==> src/rtl/chseq_pkg.sv <==
package chseq_pkg;
  typedef enum logic [2:0] {
    S_IDLE, S_CADDR, S_CCTRL, S_WAIT, S_RDREQ, S_RDRSP, S_RES
  } seq_state_t;

  localparam logic [5:0] REG_RDADDR = 6'h1C;
  localparam logic [5:0] REG_CTLHI  = 6'h0D;
  localparam logic [4:0] DEV_MASTER = 5'h00;
  localparam logic [4:0] DEV_TOP    = 5'h1F;
  localparam logic [7:0] CRC_POLY   = 8'h2F;

  function automatic logic [10:0] acq_ns(input logic [1:0] code);
    case (code)
      2'd0:    acq_ns = 11'd465;
      2'd1:    acq_ns = 11'd1010;
      2'd2:    acq_ns = 11'd1460;
      default: acq_ns = 11'd1890;
    endcase
  endfunction
endpackage

==> src/rtl/chseq_crc8.sv <==
module chseq_crc8 #(
  parameter int W = 21,
  parameter logic [7:0] POLY = 8'h2F
) (
  input  logic [W-1:0] din,
  output logic [7:0]   rem
);
  always_comb begin
    logic [7:0] r;
    logic fb;
    r = '0;
    for (int i = W - 1; i >= 0; i--) begin
      fb = r[7];
      r  = {r[6:0], din[i]} ^ (fb ? POLY : 8'h00);
    end
    rem = r;
  end
endmodule

==> src/rtl/chseq_wait_timer.sv <==
module chseq_wait_timer #(
  parameter int CLK_MHZ = 125,
  parameter int DEV_W   = 4
) (
  input  logic             clk,
  input  logic             rst_n,
  input  logic             arm,
  input  logic [1:0]       acq_code,
  input  logic [1:0]       avg_code,
  input  logic [DEV_W-1:0] ndev,
  output logic             expired
);
  import chseq_pkg::*;
  localparam int NS_W  = 20;
  localparam int PRE_W = (CLK_MHZ > 1) ? $clog2(CLK_MHZ) : 1;

  logic [NS_W-1:0]  t_ns, mult, conv_ns, target, acc;
  logic [PRE_W-1:0] pre;

  always_comb begin
    t_ns    = NS_W'(acq_ns(acq_code));
    mult    = NS_W'(12) << avg_code;
    conv_ns = (t_ns + NS_W'(695)) * mult - t_ns + (NS_W'(ndev) - NS_W'(1)) * NS_W'(250);
    target  = conv_ns + NS_W'(5000);
  end

  assign expired = (acc >= target);

  always_ff @(posedge clk or negedge rst_n) begin
    if (!rst_n) begin
      pre <= '0;
      acc <= '0;
    end else if (arm) begin
      pre <= '0;
      acc <= '0;
    end else if (pre == PRE_W'(CLK_MHZ - 1)) begin
      pre <= '0;
      if (!expired) acc <= acc + NS_W'(1000);
    end else begin
      pre <= pre + PRE_W'(1);
    end
  end


  acc_monotone_chk: assert property (@(posedge clk) disable iff (!rst_n)
    !arm |=> acc >= $past(acc));
endmodule

==> src/rtl/chain_readback_seq.sv <==
module chain_readback_seq #(
  parameter int CLK_MHZ       = 125,
  parameter int MAX_DEV       = 8,
  parameter int CH_PER_DEV    = 12,
  parameter int CELLS_PER_DEV = 6,
  parameter int SUM_W         = 32
) (
  input  logic        clk,
  input  logic        rst_n,
  input  logic        start,
  input  logic [3:0]  chain_len,
  input  logic [1:0]  acq_code,
  input  logic [1:0]  avg_code,
  output logic        cmd_valid,
  input  logic        cmd_ready,
  output logic [31:0] cmd_frame,
  input  logic        rsp_valid,
  output logic        rsp_ready,
  input  logic [31:0] rsp_frame,
  output logic        res_valid,
  input  logic        res_ready,
  output logic [31:0] res_data,
  output logic [SUM_W-1:0] cell_sum,
  output logic        done,
  output logic        err
);
  import chseq_pkg::*;
  localparam int DEV_W = 4;
  localparam int CNT_W = $clog2(MAX_DEV * CH_PER_DEV + 1);

  seq_state_t       st;
  logic [DEV_W-1:0] ndev_q, ndev_in;
  logic [1:0]       acq_q, avg_q;
  logic [CNT_W-1:0] rd_cnt, total;
  logic [20:0]      tx_hdr;
  logic [7:0]       tx_crc, rx_crc;
  logic             arm, expired, crc_ok, is_cell, last_frame, take_start;

  always_comb begin
    if (chain_len == '0) ndev_in = DEV_W'(1);
    else if (chain_len > DEV_W'(MAX_DEV)) ndev_in = DEV_W'(MAX_DEV);
    else ndev_in = chain_len;
  end

  always_comb begin
    case (st)
      S_CADDR: tx_hdr = {DEV_MASTER, REG_RDADDR, 8'h00, 1'b1, 1'b0};
      S_CCTRL: tx_hdr = {DEV_MASTER, REG_CTLHI, {4'b0000, 1'b1, avg_q, 1'b0}, 1'b1, 1'b0};
      default: tx_hdr = {DEV_TOP, 6'h00, 8'h00, 1'b0, 1'b0};
    endcase
  end

  chseq_crc8 #(.W(21), .POLY(CRC_POLY)) u_tx_crc (.din(tx_hdr), .rem(tx_crc));
  chseq_crc8 #(.W(22), .POLY(CRC_POLY)) u_rx_crc (.din(rsp_frame[31:10]), .rem(rx_crc));

  chseq_wait_timer #(.CLK_MHZ(CLK_MHZ), .DEV_W(DEV_W)) u_timer (
    .clk(clk), .rst_n(rst_n), .arm(arm), .acq_code(acq_q),
    .avg_code(avg_q), .ndev(ndev_q), .expired(expired)
  );

  assign cmd_frame  = {tx_hdr, tx_crc, 3'b010};
  assign cmd_valid  = (st == S_CADDR) || (st == S_CCTRL) || (st == S_RDREQ);
  assign rsp_ready  = (st == S_RDRSP);
  assign arm        = (st == S_CCTRL) && cmd_ready;
  assign crc_ok     = (rx_crc == rsp_frame[9:2]);
  assign is_cell    = (rsp_frame[26:23] < 4'(CELLS_PER_DEV));
  assign total      = CNT_W'(ndev_q) * CNT_W'(CH_PER_DEV);
  assign last_frame = (rd_cnt == total - CNT_W'(1));
  assign take_start = (st == S_IDLE) && start;

  always_ff @(posedge clk or negedge rst_n) begin
    if (!rst_n) begin
      st <= S_IDLE; ndev_q <= DEV_W'(1); acq_q <= '0; avg_q <= '0;
      rd_cnt <= '0; res_valid <= 1'b0; res_data <= '0;
      cell_sum <= '0; done <= 1'b0; err <= 1'b0;
    end else begin
      done <= 1'b0;
      case (st)
        S_IDLE: if (start) begin
          ndev_q <= ndev_in; acq_q <= acq_code; avg_q <= avg_code;
          rd_cnt <= '0; cell_sum <= '0; err <= 1'b0; st <= S_CADDR;
        end
        S_CADDR: if (cmd_ready) st <= S_CCTRL;
        S_CCTRL: if (cmd_ready) st <= S_WAIT;
        S_WAIT:  if (expired) st <= S_RDREQ;
        S_RDREQ: if (cmd_ready) st <= S_RDRSP;
        S_RDRSP: if (rsp_valid) begin
          if (crc_ok) begin
            res_valid <= 1'b1;
            res_data  <= rsp_frame;
            if (is_cell) cell_sum <= cell_sum + SUM_W'(rsp_frame[22:11]);
            st <= S_RES;
          end else begin
            err <= 1'b1; done <= 1'b1; st <= S_IDLE;
          end
        end
        S_RES: if (res_ready) begin
          res_valid <= 1'b0;
          if (last_frame) begin
            done <= 1'b1; st <= S_IDLE;
          end else begin
            rd_cnt <= rd_cnt + CNT_W'(1); st <= S_RDREQ;
          end
        end
        default: st <= S_IDLE;
      endcase
    end
  end


  cmd_hold_chk: assert property (@(posedge clk) disable iff (!rst_n)
    cmd_valid && !cmd_ready |=> cmd_valid && $stable(cmd_frame));

  res_hold_chk: assert property (@(posedge clk) disable iff (!rst_n)
    res_valid && !res_ready |=> res_valid && $stable(res_data));

  done_pulse_chk: assert property (@(posedge clk) disable iff (!rst_n)
    done |=> !done);

  err_with_done_chk: assert property (@(posedge clk) disable iff (!rst_n)
    $rose(err) |-> done);

  res_from_rsp_chk: assert property (@(posedge clk) disable iff (!rst_n)
    $rose(res_valid) |-> $past(rsp_valid && rsp_ready));

  sum_quiet_chk: assert property (@(posedge clk) disable iff (!rst_n)
    !(rsp_valid && rsp_ready) && !take_start |=> $stable(cell_sum));
endmodule

==> config.mk <==
export PLATFORM = sky130hd
export DESIGN_NAME = chain_readback_seq
export DESIGN_NICKNAME = d
export VERILOG_FILES = /design/src/rtl/chseq_pkg.sv /design/src/rtl/chseq_crc8.sv /design/src/rtl/chseq_wait_timer.sv /design/src/rtl/chain_readback_seq.sv
export SDC_FILE = /design/constraint.sdc
export NUM_CORES = 1
export LEC_CHECK = 0
export CAP_MARGIN = 10
export CORE_MARGIN = 5
export CORE_UTILIZATION = 55
export CTS_BUF_LIST = sky130_fd_sc_hd__clkbuf_16
export DETAILED_ROUTE_END_ITERATION = 6
export DONT_BUFFER_PORTS = 1
export PLACE_DENSITY = 0.79
export SETUP_SLACK_MARGIN = 0.2
export SYNTH_ARGS = -nofsm -noshare
export SYNTH_HDL_FRONTEND = slang
export SYNTH_SLANG_ARGS = --single-unit
==> constraint.sdc <==
create_clock -name clk -period 10.42 [get_ports clk]
set_clock_uncertainty 0.2 [all_clocks]
set_input_delay 1.563 -clock clk [delete_from_list [all_inputs] [get_ports clk]]
set_output_delay 1.563 -clock clk [all_outputs]
set_load 0.05 [all_outputs]
==> qor.yml, run 1 <==
status:
  status: "finished clean"
clock_tree:
  tritoncts: "built"
  cts_max_path_buffers: 2
  clockRootBuffer: "clkbuf_16"
  clock_latency_ps: 350
  cts.sinks: 109
  cts_buffers: 9
  cts_hold_buf: 0
  clkTransAtPathRegs_ps: 80
  cts_max_level: 3
floorplanning:
  initial_utilization_pct: 55.3
  core.rowCount: 52
  io-pin-count: 147
  die-height_microns: 152
  die_x_microns: 152
  core_area_sq_mm: 0.0200
  dieArea_sq_mm: 0.0231
detailed_routing:
  drt_first_pass_iters: 5
  postRouteAntennaNets: 0
  drc: 0
  wl_microns: 25700
  viasPerCell: 5.78
  dr.first_iter.drc_count: 414
  vias: 8358
  avgRoutedWirePerCell_microns: 17.8
sta:
  worst_pin_slew_ps: 1110
  fin_hold_ws_ps: 296
  fin_crit_ps: 10090
  slew_headroom_pct: 25.5
  slew_viol_final: 0
  hold_violations: 0
  finalCritPeriodShare_pct: 96.8
  finalSetupViolCount: 0
  max_freq_mhz: 99.1
yosys:
  avgSynthCellArea_sq_um: 9.51
  synth_flop_cell: "dfrtp_1"
  synth-simple-area-share_pct: 12.6
  syn_inst: 1166
  synth_area_sq_mm: 0.0111
  ys_warn_count: 0
  synth-edff-count: 0
  synthXorXnorAreaFrac_pct: 10.4
  synth-seq-cells: 109
  synth_cell_type_count: 64
  synth_top_family_by_area: "adder cells"
  synth_compound_area_share_pct: 10.6
  synth-adder-area-share_pct: 29.9
  synth.mux.area_fraction_pct: 4.03
  async_flop_share_pct: 100
  yosysSeqAreaShare_pct: 24.6
final_layout:
  drive_above_1_share_pct: 12.5
  antenna_cells: 0
  ff_latch_area_sq_mm: 0.00273
  num-nets-final: 1442
  area_growth_syn_to_layout_pct: 8.95
  multiInputGateArea_sq_mm: 0.00788
  fin_area_sq_mm: 0.0121
  fill_cells: 1664
worst_setup_path:
  r2r_end: "u_timer.acc[7]"
  cp_num_buf_inv: 6
  cp.depth: 38
  r2r_slack_ps: 330
  ff2ff_path_depth: 38
  slowest_stage: "dfstp_2"
  cp_data_arrival_time_ps: 10110
  cp-start-kind: "flip-flop"
  cp-end-kind: "flip-flop"
  critPathKind: "reg2reg"
  crit_family: "adder cells"
  worst_ep_required_time_ps: 10430
  critical-path-max-stage-delay_ps: 590
  critPathMaxFanout: 5
  critPathMostFrequentCell: "fa_1"
  reg2reg_from: "ndev_q[0]"
  crit_start: "ndev_q[0]"
  crit_path_end: "u_timer.acc[7]"
global_routing:
  grt_use_total_pct: 21.3
  grt_pass1_wl_microns: 41700
  overflow: 0
  antenna_found_initial: 0
  grt_max_degree: 110
  grt_pass1_vias: 8517
placed_design:
  gp_routability_congestion: 0.941
  io_buffers: 0
  placed_area_sq_mm: 0.0114
  dp_hpwl_microns: 19600
run:
  drv_cap: 0
min_path:
  holdPathStages: 1
  worstHoldPathType: "reg2reg"
==> worst reg2reg max path, delay by kind of cell, from the launching register on <==
kind	cells	cell delay (ps)
buffers and inverters	6	470
adder cells (fa/ha/maj)	14	4890
XOR/XNOR	4	750
AND/OR/NAND/NOR	3	650
AO/OA/AOI/OAI	11	2410
flip-flops	1	590
==> synthesized netlist by cell type, drive strengths merged, types with 3 or more instances <==
cell / count / area [sq um]
or2: 3 / 18.8
a211o: 3 / 26.3
xor2: 43 / 377
o311ai: 4 / 52.6
dfrtp: 108 / 2700
a31o: 5 / 43.8
buf: 29 / 200
fa: 68 / 1360
or3: 9 / 56.3
a2111oi: 3 / 26.3
and2: 18 / 113
nand4: 11 / 68.8
nand3: 27 / 135
a21oi: 54 / 270
nor4: 3 / 18.8
nand3b: 4 / 30.0
nand2: 93 / 349
xnor3: 5 / 113
a21o: 16 / 128
xnor2: 72 / 638
inv: 157 / 589
o31ai: 24 / 180
nor2: 67 / 251
ha: 156 / 1950
or4: 13 / 97.6
and3: 11 / 68.8
o21ai: 28 / 140
clkbuf: 20 / 75.1
a31oi: 6 / 37.5
o21bai: 6 / 45.0
nand2b: 12 / 75.1
a211oi: 9 / 72.6
o41ai: 5 / 43.8
nor2b: 8 / 50.1
mux2: 34 / 383
mux2i: 6 / 63.8
==> stage by stage <==
| stage | cells | util, % | setup slack (ps) | TNS (ps) |
|---|---|---|---|---|
| after floorplan | 1179 | - | 235 | 0 |
| after global placement | 1413 | 56.7 | 258 | 0 |
| after detailed placement | 1413 | 56.7 | -60.6 | -201 |
| after CTS | 1429 | 58.2 | 210 | 0 |
| after global routing | 1447 | 60.3 | -11.8 | -11.8 |
| final | 1447 | 60.3 | 329 | 0 |
==> final cells by class <==
| type | instances | share of cell area [%] |
|---|---|---|
| tap | 270 | 2.80 |
| inverter | 158 | 4.96 |
| sequential | 109 | 22.6 |
| timing repair buffer | 30 | 2.00 |
| multi-input combinational | 864 | 65.2 |
| clock buffer | 9 | 1.86 |
| clock inverter | 7 | 0.559 |
==> metal layers <==
metal | wire (microns) | share of wire, % | vias up | global-route usage [%]
li1 | - | - | 3909 | -
met2 | 12900 | 50 | 272 | 36.4
met5 | 0 | 0 | - | 0
met4 | 561 | 2.2 | 0 | 4.92
met3 | 2090 | 8.1 | 41 | 5.55
met1 | 10200 | 40 | 4136 | 27.2
==> what timing repair did <==
| item | CTS | global route |
|---|---|---|
| gates cloned | 0 | 1 |
| setup buffers | 0 | 16 |
| endpoints found under the setup margin | 10 | 20 |
| resized for setup | 9 | 48 |
| pin swaps | 0 | 37 |
==> sequential cells by signal (all words and copies together), names as in the netlist <==
signal,count
cell_sum,32
res_data,32
u_timer.acc,17
rd_cnt,7
u_timer.pre,7
ndev_q,4
st,3
acq_q,2
avg_q,2
done,1
err,1
res_valid,1
==> cells by family after synthesis <==
logic type	after synthesis
adder cells (fa/ha/maj)	224
multiplexers	40
XOR/XNOR	121
AND/OR/NAND/NOR	287
AO/OA/AOI/OAI	176
flip-flops	109
buffers and inverters	207
other	2
==> cells in the final DEF, fill, tap and decap left out, types with 14 or more instances in the layout <==
cell type and instances:
inv_1 151, buf_4 28, a21oi_1 49, xor2_1 41
and2_1 18, a21o_1 14, o31ai_1 22, o21ai_0 24
ha_1 144, nand2_1 92, mux2_2 34, conb_1 15
xnor2_1 69, nand3_1 27, nor2_1 62, dfrtp_1 107
fa_1 68
==> how the worst min path moves through the flow <==
stage                         from        endpoint  slack, ps
global placement    u_timer.pre[0]  u_timer.pre[0]        280
detailed placement  u_timer.pre[0]  u_timer.pre[0]        280
CTS                 u_timer.pre[0]  u_timer.pre[0]        290
global route        u_timer.pre[0]  u_timer.pre[0]        310
floorplan           u_timer.pre[0]  u_timer.pre[0]        250
finish              u_timer.pre[0]  u_timer.pre[0]        300
Power of run 1 is left out: the tool's default activity adds up to more than one toggle a clock period on the data nets, which glitch-free logic cannot reach.
==> run 2, diff against run 1 <==
--- a/config.mk
+++ b/config.mk
@@ -11,7 +11,7 @@
 export CTS_BUF_LIST = sky130_fd_sc_hd__clkbuf_16
 export DETAILED_ROUTE_END_ITERATION = 6
 export DONT_BUFFER_PORTS = 1
-export PLACE_DENSITY = 0.79
+export PLACE_DENSITY_LB_ADDON = 0.3
 export SETUP_SLACK_MARGIN = 0.2
 export SYNTH_ARGS = -nofsm -noshare
 export SYNTH_HDL_FRONTEND = slang
==> run 2 against run 1 <==
Via count is 3.0% lower. Flip-flop and latch count stayed put. Hold slack worse by 1.0 ps. Die area stayed put. Fmax is 1.9% higher. Clock-buffer cell count stayed put. First-iteration DRC count is 8.7% lower. Final area is 0.30% higher. Register-to-register slack better by 190 ps. Final cell count is 0.21% lower. Sequential share of layout area is 0.068 points lower. Global-route usage is 0.67 points lower.
==> qor.yml, run 2 (synthesis gave the netlist of run 1 again) <==
floorplanning:
  io-pin-count: 147
  core.rowCount: 52
  initial_utilization_pct: 55.3
  die_x_microns: 152
  die-height_microns: 152
  dieArea_sq_mm: 0.0231
  core_area_sq_mm: 0.0200
worst_setup_path:
  worst_ep_required_time_ps: 10450
  crit_family: "adder cells"
  critPathMaxFanout: 5
  r2r_slack_ps: 520
  r2r_end: "u_timer.acc[7]"
  cp-start-kind: "flip-flop"
  ff2ff_path_depth: 37
  cp_num_buf_inv: 5
  critical-path-max-stage-delay_ps: 560
  critPathKind: "reg2reg"
  cp_data_arrival_time_ps: 9930
  reg2reg_from: "ndev_q[0]"
  critPathMostFrequentCell: "fa_1"
  cp-end-kind: "flip-flop"
  slowest_stage: "dfstp_2"
global_routing:
  grt_pass1_vias: 8138
  antenna_found_initial: 0
  grt_pass1_wl_microns: 40400
  grt_max_degree: 110
  grt_use_total_pct: 20.6
  overflow: 0
detailed_routing:
  dr.first_iter.drc_count: 378
  avgRoutedWirePerCell_microns: 16.7
  wl_microns: 24100
  drt_first_pass_iters: 6
  drc: 0
  viasPerCell: 5.61
  postRouteAntennaNets: 0
  vias: 8108
sta:
  slew_viol_final: 0
  worst_pin_slew_ps: 1240
  grt_setup_unrepaired: "no"
  slew_headroom_pct: 16.8
  tns_ps: 0
  finalCritPeriodShare_pct: 95.0
  finalSetupViolCount: 0
  fin_crit_ps: 9900
  max_freq_mhz: 101
  hold_violations: 0
  fin_hold_ws_ps: 295
placed_design:
  dp_hpwl_microns: 19000
  gp_routability_congestion: 0.868
  io_buffers: 0
min_path:
  hp-start: "u_timer.pre[0]"
  holdPathStages: 1
  hold_end: "u_timer.pre[0]"
  worstHoldPathType: "reg2reg"
final_layout:
  num-nets-final: 1439
  layout_common_cells: "inv_1 (150), ha_1 (144), dfrtp_1 (107)"
  top_regs: "cell_sum: 32 flops, res_data: 32 flops, u_timer.acc: 17 flops"
  drive_above_1_share_pct: 12.2
  area_growth_syn_to_layout_pct: 9.27
  final_common_cell: "inv_1"
  antenna_cells: 0
clock_tree:
  cts_max_path_buffers: 2
  tritoncts: "built"
  cts.sinks: 109
  cts_buffers: 9
  clockRootBuffer: "clkbuf_16"
  clkTransAtPathRegs_ps: 90
  cts_max_level: 3
  clock_latency_ps: 370
  cts_hold_buf: 0
status:
  status: "finished clean"
run:
  drv_cap: 0
run 2: per-stage QoR:
step / setup slack [ps] / utilization (%) / instances / instance area [sq um]
after detailed placement: -157 / 56.8 / 1413 / 11400
after global routing: 156 / 60.5 / 1444 / 12100
final: 519 / 60.5 / 1444 / 12100
after global placement: 225 / 56.6 / 1412 / 11400
after CTS: 207 / 58.7 / 1434 / 11800
after floorplan: 235 / - / 1179 / 11200
run 2: layout make-up:
| class | instances | area (sq um) |
|---|---|---|
| inverters | 158 | 606 |
| well taps | 270 | 338 |
| multi-input cells | 864 | 7890 |
| fillers | 1697 | 7920 |
| repair buffers | 27 | 239 |
| flip-flops and latches | 109 | 2730 |
| clock inverters | 7 | 96.3 |
| clock buffers | 9 | 225 |
run 2: worst max path at each step:
| stage | to | from | slack [ps] | cells after the start |
|---|---|---|---|---|
| after floorplan | u_timer.acc[9] | ndev_q[0] | 240 | 39 |
| after global placement | st[0] | ndev_q[0] | 230 | 37 |
| after detailed placement | st[0] | ndev_q[0] | -160 | 37 |
| after CTS | u_timer.acc[7] | ndev_q[1] | 210 | 38 |
| after global routing | u_timer.acc[9] | ndev_q[0] | 160 | 37 |
| final | u_timer.acc[7] | ndev_q[0] | 520 | 37 |
run 2: repair_timing:
item | in CTS | in global routing
buffers inserted | 5 | 9
endpoints found under the setup margin | 14 | 20
gates resized for setup | 10 | 46
cloned | 0 | 1
pin swaps | 0 | 34
run 2: worst reg2reg max path: cells and delay by family, from the launching register on:
family	cells	cell delay, ps
compound gates	11	2260
xor+xnor	4	640
fa+ha+maj	14	5140
buf+inv	5	380
flops	1	560
simple gates	3	580
run 2: routing by layer:
metal  up-vias  global-route usage, %  wire length, microns
li1       3883                      -                     -
met1      3954                   27.0                 10400
met2       238                   33.5                 11400
met3        33                   6.83                  1950
met4         0                   4.32                   380
met5         -                      0                     0
Power of run 2 is left out for the same reason.
